### config.mk
export PLATFORM = sky130hd
export DESIGN_NAME = pwm_dbuf_channel
export DESIGN_NICKNAME = d
export VERILOG_FILES = /design/src/rtl/pwm_dbuf_pkg.sv /design/src/rtl/pwm_cycle_counter.sv /design/src/rtl/pwm_shadow_regs.sv /design/src/rtl/pwm_match_out.sv /design/src/rtl/pwm_dbuf_channel.sv
export SDC_FILE = /design/constraint.sdc
export NUM_CORES = 1
export LEC_CHECK = 0
export ABC_AREA = 0
export BUFFER_PORTS_ARGS = -buffer_cell sky130_fd_sc_hd__buf_4
export CAP_MARGIN = 5
export CORE_MARGIN = 2
export CORE_UTILIZATION = 45
export DETAILED_ROUTE_END_ITERATION = 12
export GPL_TIMING_DRIVEN = 0
export PLACE_DENSITY = 0.71
export SLEW_MARGIN = 20
export SYNTH_ARGS = -nofsm -noshare
export SYNTH_HDL_FRONTEND = slang
export SYNTH_HIERARCHICAL = 1
export SYNTH_SLANG_ARGS = --single-unit
export TNS_END_PERCENT = 10
### constraint.sdc
create_clock -name clk -period 3.45 [get_ports clk]
set_input_delay 0.69 -clock clk [delete_from_list [all_inputs] [get_ports clk]]
set_output_delay 0.69 -clock clk [all_outputs]
set_load 0.02 [all_outputs]
### src/rtl/pwm_dbuf_pkg.sv
package pwm_dbuf_pkg;

  typedef enum logic [1:0] {
    SEL_DUTY   = 2'd0,
    SEL_PERIOD = 2'd1,
    SEL_CTRL   = 2'd2,
    SEL_NONE   = 2'd3
  } reg_sel_e;

  // bit2 hold, bit1 polarity, bit0 flag-on-duty
  typedef struct packed {
    logic hold;
    logic pol;
    logic flag_on_duty;
  } ctrl_t;

  localparam int CTRL_W = $bits(ctrl_t);

endpackage

### src/rtl/pwm_cycle_counter.sv
module pwm_cycle_counter #(
  parameter int CNT_W = 16
) (
  input  logic             clk,
  input  logic             rst_n,
  input  logic             tick,
  input  logic [CNT_W-1:0] period,
  output logic [CNT_W-1:0] count,
  output logic             fresh,
  output logic             boundary
);

  localparam logic [CNT_W-1:0] ONE = CNT_W'(1);

  function automatic logic [CNT_W-1:0] next_count(input logic [CNT_W-1:0] cur,
                                                  input logic [CNT_W-1:0] per);
    return ((cur == '0) || (cur >= per)) ? ONE : cur + ONE;
  endfunction

  always_ff @(posedge clk) begin
    if (!rst_n) begin
      count <= '0;
      fresh <= 1'b0;
    end else begin
      fresh <= tick;
      if (tick) count <= next_count(count, period);
    end
  end

  // first system clock of a count that starts a cycle
  assign boundary = fresh && (count == ONE);

  assert_count_hold_R2: assert property (@(posedge clk) disable iff (!rst_n)
    !tick |=> $stable(count));

  assert_count_nonzero_R2: assert property (@(posedge clk) disable iff (!rst_n)
    tick |=> (count != '0));

endmodule

### src/rtl/pwm_shadow_regs.sv
module pwm_shadow_regs
  import pwm_dbuf_pkg::*;
#(
  parameter int CNT_W = 16
) (
  input  logic             clk,
  input  logic             rst_n,
  input  logic             wr_en,
  input  logic [1:0]       wr_sel,
  input  logic [CNT_W-1:0] wr_data,
  input  logic             boundary,
  output logic [CNT_W-1:0] duty_stage,
  output logic [CNT_W-1:0] duty_act,
  output logic [CNT_W-1:0] period_act,
  output ctrl_t            ctrl
);

  logic [CNT_W-1:0] period_stage;
  logic             load_now;

  assign load_now = boundary && !ctrl.hold;

  always_ff @(posedge clk) begin
    if (!rst_n) begin
      duty_stage   <= '0;
      period_stage <= '0;
      ctrl         <= '0;
    end else if (wr_en) begin
      case (reg_sel_e'(wr_sel))
        SEL_DUTY:   duty_stage   <= wr_data;
        SEL_PERIOD: period_stage <= wr_data;
        SEL_CTRL:   ctrl         <= ctrl_t'(wr_data[CTRL_W-1:0]);
        default:    ;
      endcase
    end
  end

  always_ff @(posedge clk) begin
    if (!rst_n) begin
      duty_act   <= '0;
      period_act <= '0;
    end else if (load_now) begin
      duty_act   <= duty_stage;
      period_act <= period_stage;
    end
  end

  assert_transfer_R3: assert property (@(posedge clk) disable iff (!rst_n)
    (boundary && !ctrl.hold) |=> (duty_act == $past(duty_stage)) && (period_act == $past(period_stage)));

  assert_no_midcycle_R3: assert property (@(posedge clk) disable iff (!rst_n)
    !boundary |=> $stable(duty_act) && $stable(period_act));

  assert_hold_R4: assert property (@(posedge clk) disable iff (!rst_n)
    (boundary && ctrl.hold) |=> $stable(duty_act) && $stable(period_act));

endmodule

### src/rtl/pwm_match_out.sv
module pwm_match_out #(
  parameter int CNT_W = 16
) (
  input  logic             clk,
  input  logic             rst_n,
  input  logic [CNT_W-1:0] count,
  input  logic             fresh,
  input  logic             boundary,
  input  logic [CNT_W-1:0] duty_stage,
  input  logic [CNT_W-1:0] duty_act,
  input  logic             hold,
  input  logic             pol,
  input  logic             flag_on_duty,
  input  logic             flag_clr,
  output logic             pwm_out,
  output logic             flag
);

  localparam logic [CNT_W-1:0] ONE = CNT_W'(1);

  function automatic logic [CNT_W-1:0] pick_duty(input logic strobe, input logic hld,
                                                 input logic [CNT_W-1:0] stage,
                                                 input logic [CNT_W-1:0] act);
    return (strobe && !hld && (stage <= ONE)) ? stage : act;
  endfunction

  function automatic logic in_active(input logic [CNT_W-1:0] cnt,
                                     input logic [CNT_W-1:0] duty);
    return (cnt != '0) && (cnt <= duty);
  endfunction

  logic [CNT_W-1:0] duty_cmp;
  logic             active_now;
  logic             duty_hit;
  logic             flag_set;

  assign duty_cmp   = pick_duty(boundary, hold, duty_stage, duty_act);
  assign active_now = in_active(count, duty_cmp);
  assign duty_hit   = fresh && (count == duty_cmp) && (duty_cmp != '0);
  assign flag_set   = boundary || (flag_on_duty && duty_hit);

  always_ff @(posedge clk) begin
    if (!rst_n) begin
      pwm_out <= 1'b1;
      flag    <= 1'b0;
    end else begin
      pwm_out <= active_now ? pol : ~pol;
      if (flag_set)      flag <= 1'b1;
      else if (flag_clr) flag <= 1'b0;
    end
  end

  assert_zero_duty_R5: assert property (@(posedge clk) disable iff (!rst_n)
    (!boundary && (duty_act == '0)) |=> (pwm_out == ~$past(pol)));

  assert_bypass_zero_R6: assert property (@(posedge clk) disable iff (!rst_n)
    (boundary && !hold && (duty_stage == '0)) |=> (pwm_out == ~$past(pol)));

  assert_bypass_one_R6: assert property (@(posedge clk) disable iff (!rst_n)
    (boundary && !hold && (duty_stage == ONE)) |=> (pwm_out == $past(pol)));

  assert_boundary_flag_R7: assert property (@(posedge clk) disable iff (!rst_n)
    boundary |=> flag);

  assert_sticky_R8: assert property (@(posedge clk) disable iff (!rst_n)
    (flag && !flag_clr) |=> flag);

endmodule

### src/rtl/pwm_dbuf_channel.sv
module pwm_dbuf_channel
  import pwm_dbuf_pkg::*;
#(
  parameter int CNT_W = 16
) (
  input  logic             clk,
  input  logic             rst_n,
  input  logic             wr_en,
  input  logic [1:0]       wr_sel,
  input  logic [CNT_W-1:0] wr_data,
  input  logic             presc_en,
  input  logic             flag_clr,
  output logic             pwm_out,
  output logic             flag
);

  initial begin
    if (CNT_W < CTRL_W) $error("CNT_W must hold the control bits");
  end

  logic [CNT_W-1:0] count;
  logic             fresh;
  logic             boundary;
  logic [CNT_W-1:0] duty_stage;
  logic [CNT_W-1:0] duty_act;
  logic [CNT_W-1:0] period_act;
  ctrl_t            ctrl;

  pwm_cycle_counter #(.CNT_W(CNT_W)) u_cnt (
    .clk      (clk),
    .rst_n    (rst_n),
    .tick     (presc_en),
    .period   (period_act),
    .count    (count),
    .fresh    (fresh),
    .boundary (boundary)
  );

  pwm_shadow_regs #(.CNT_W(CNT_W)) u_regs (
    .clk        (clk),
    .rst_n      (rst_n),
    .wr_en      (wr_en),
    .wr_sel     (wr_sel),
    .wr_data    (wr_data),
    .boundary   (boundary),
    .duty_stage (duty_stage),
    .duty_act   (duty_act),
    .period_act (period_act),
    .ctrl       (ctrl)
  );

  pwm_match_out #(.CNT_W(CNT_W)) u_out (
    .clk          (clk),
    .rst_n        (rst_n),
    .count        (count),
    .fresh        (fresh),
    .boundary     (boundary),
    .duty_stage   (duty_stage),
    .duty_act     (duty_act),
    .hold         (ctrl.hold),
    .pol          (ctrl.pol),
    .flag_on_duty (ctrl.flag_on_duty),
    .flag_clr     (flag_clr),
    .pwm_out      (pwm_out),
    .flag         (flag)
  );

  assert_reset_level_R1: assert property (@(posedge clk)
    !rst_n |=> (pwm_out && !flag));

endmodule

==> results.txt <==
worst min-delay path startpoint - u_regs/period_act[11]
initial antenna violation count - 0
worst clock skew - 7.54 ps
vias in the first global route - 3,688
Placed Cells - 672
global-route wire length before repair - 18,400 µm
adder-cell share of the synthesized area - 9.71%
CTS Buffer Depth - 2
Syn. warnings - 6
Max Slew Vio Count - 0
H-tree depth - 3
mux contribution to synthesized area - 0.250%
Die W - 104 µm
FF+latch area - 1750 µm²
final count of negative-setup-slack endpoints - 1
synthesized area - 4510 µm²
residual DRC count - 0
CP Max Fanout - 10
synth unique cells - 49
Worst-Skew Late Latency - 370 ps
Top Usage Layer GRT - met2
Crit Path Category - register to register
Synth area leader - dfxtp_1
met1 GRT Util - 26.8%
M3 GR Usage - 5.64%
total track usage - 21.4%
RSZ-0062 raised after global routing - true
clock period minus worst slack - 3580 ps
detailed router's first-iteration violation count - 210
Die Span Y - 104 µm
Mapped Cells - 516
aggregate global routing overflow - 0
area grow syn2layout - 18.0%
maxcap violations - 0
Max rail drop VDD - 0.266 mV
Power Dens Cells - 362 nW/µm²
most frequent cell after synthesis - nand2_1
final wirelength - 11,400 µm
fin worst setup slack - -126 ps
Crit path required time - 3710 ps
clock sink count - 86
CP Launch Type - register
largest family of logic cells by synthesized area - simple AND/OR/NAND/NOR gates
core footprint - 9730 µm²
Critical Path AT - 3840 ps
post-synthesis sequential area ratio - 38.2%
Synth top area share - 38.2%
xor-xnor portion of the synthesized cell area - 2.52%
CP Launch Point - u_cnt/count[3]
Starting Density - 46.3%
Place WS - -425 ps
CTS tree - done
number of port buffers - 23
Crit. End Element - register
Synth Area in Compound Gates - 16.1%
clock-pin slew on the worst setup and hold paths - 90 ps
detailed placement HPWL - 8230 µm
Hold Path Class - register to register
Post-Syn Nets - 574
Post-Layout Cell Count - 702
run status - finished with violations
FILL cells - 905
asr flop ratio synth - 0%
violated checks - negative setup slack
DR vias - 3,784
met2 Usage GRT - 34.7%
RePlAce Congestion - 0.837
part of the cycle the worst path needs - 104%
FMAX - 280 MHz
ANT nets after route - 0
predominant post-synthesis flop cell - dfxtp_1
simple-gate area share of the yosys netlist - 27.2%
Tightest Pin Transition - 480 ps
Ant. Diodes - 0
drt first pass iters - 4
number of synthesized flops with an enable pin - 0
Synth area leaders - dfxtp_1 38%, ha_1 9.7%, nand2_1 9.5%
leakage power - 1.99 nW
root buf cell - clkbuf_8
std cell rows - 36
CTS Buf Count - 9
nets@finish - 622
IO Count - 25
#FFs+latches synth - 86
largest net degree at the start of global routing - 17
vias per cell - 5.39
footprint of the multi-input gates - 2650 µm²
RR Startpoint - u_cnt/count[3]
die area - 10,800 µm²
most frequent cells after synthesis - 114 x nand2_1, 86 x dfxtp_1, 39 x nand3_1
synthesized area per cell - 8.74 µm²
slew margin rel. - 67.7%
final-report hold violation count - 0
layout cells sized above 1 - 24.4%
Wirelength per Cell - 16.2 µm
metrics by stage:
step                hold slack [ps]  utilization (%)  setup TNS (ps)  area (µm²)  total power [mW]
floorplan                       431                -               0        4510              1.15
global placement                447             49.8            -513        4850              1.20
detailed placement              449             49.8            -651        4850              1.21
CTS                             461             53.9           -26.3        5240              1.94
global route                    489             54.7            -330        5320              1.99
finish                          459             54.7            -126        5320              1.93
per-layer routing:
layer  wire (µm)  share of wire (%)
met5           0                  0
met4         405                3.6
met3         428                3.8
met2        5320                 47
met1        5240                 46
cells in the final DEF (no fill, tap or decap), types with 3 or more instances in the layout:
cell type	synthesis	final
a21boi_0	30	30
and3_1	4	3
nand3_2	5	6
buf_4	2	40
buf_6	4	3
clkbuf_8	0	9
nand2b_1	3	3
a21boi_1	5	5
nor3_1	5	4
nor2b_1	3	3
dfxtp_2	0	4
xnor2_1	5	5
inv_6	0	3
a21oi_2	0	3
ha_4	0	3
a21oi_1	12	9
and4_1	5	5
nand4_1	11	11
dfxtp_4	0	7
nor3b_1	3	3
clkbuf_1	9	9
inv_1	20	20
o21ai_0	23	23
nand3_1	39	38
xor2_1	8	8
nor2_1	7	7
ha_1	35	32
o21ai_2	16	16
buf_2	10	10
nand2_1	114	111
nor3b_2	10	10
dfxtp_1	86	75
nor4_1	14	11
power by group:
part           leakage, nW  internal, mW  switching [mW]
logic                 1.18        0.0732          0.0931
registers            0.704          1.01          0.0170
clock network        0.105         0.344           0.393
final cells by class:
type | instances | share of cell area (%)
Multi-Input combinational cell | 382 | 49.8
Tap cell | 133 | 3.13
Buffer | 27 | 3.53
Timing Repair Buffer | 38 | 5.36
Clock inverter | 7 | 1.48
Clock buffer | 9 | 2.33
Sequential cell | 86 | 32.9
Inverter | 20 | 1.41
flip-flops by register name, summed over array words and instances (netlist names):
signal,flops
u_regs/duty_act,16
u_out/flag,1
u_regs/duty_stage,16
u_cnt/fresh,1
u_cnt/count,16
u_out/pwm_out,1
u_regs/period_act,16
u_regs/ctrl,3
u_regs/period_stage,16
path summary, 6_finish.rpt:
path,endpoint,slack [ps],cells after the start
min reg2reg,u_regs/period_act[11],460,2
min,u_regs/period_act[11],460,2
max,u_out/pwm_out,-130,14
max reg2reg,u_out/pwm_out,-130,14
timing repair:
item | CTS | global route
pin swaps | 10 | 8
buffers inserted | 9 | 6
resized for setup | 32 | 9
hold buffers | 0 | 0
endpoints found under the setup margin | 2 | 2
cloned | 0 | 0
logic make-up after synthesis:
kind of cell / Yosys count
AO/OA/AOI/OAI: 99
XOR/XNOR: 13
adder cells (fa/ha/maj): 35
buffers and inverters: 48
flip-flops: 86
multiplexers: 1
AND/OR/NAND/NOR: 234
worst max-delay path: stages (launching register included):
cell	delay (ps)
dfxtp_4	370
nor4_4	260
and4_1	240
and3_4	210
nor4b_4	180
nand2_1	120
or3_4	380
buf_8	160
nand2_4	70
ha_4	200
a21oi_2	140
nor2b_1	60
o31a_1	320
o41ai_2	370
mux2_2	370
Note: power is estimated with default switching activity, not from simulation.
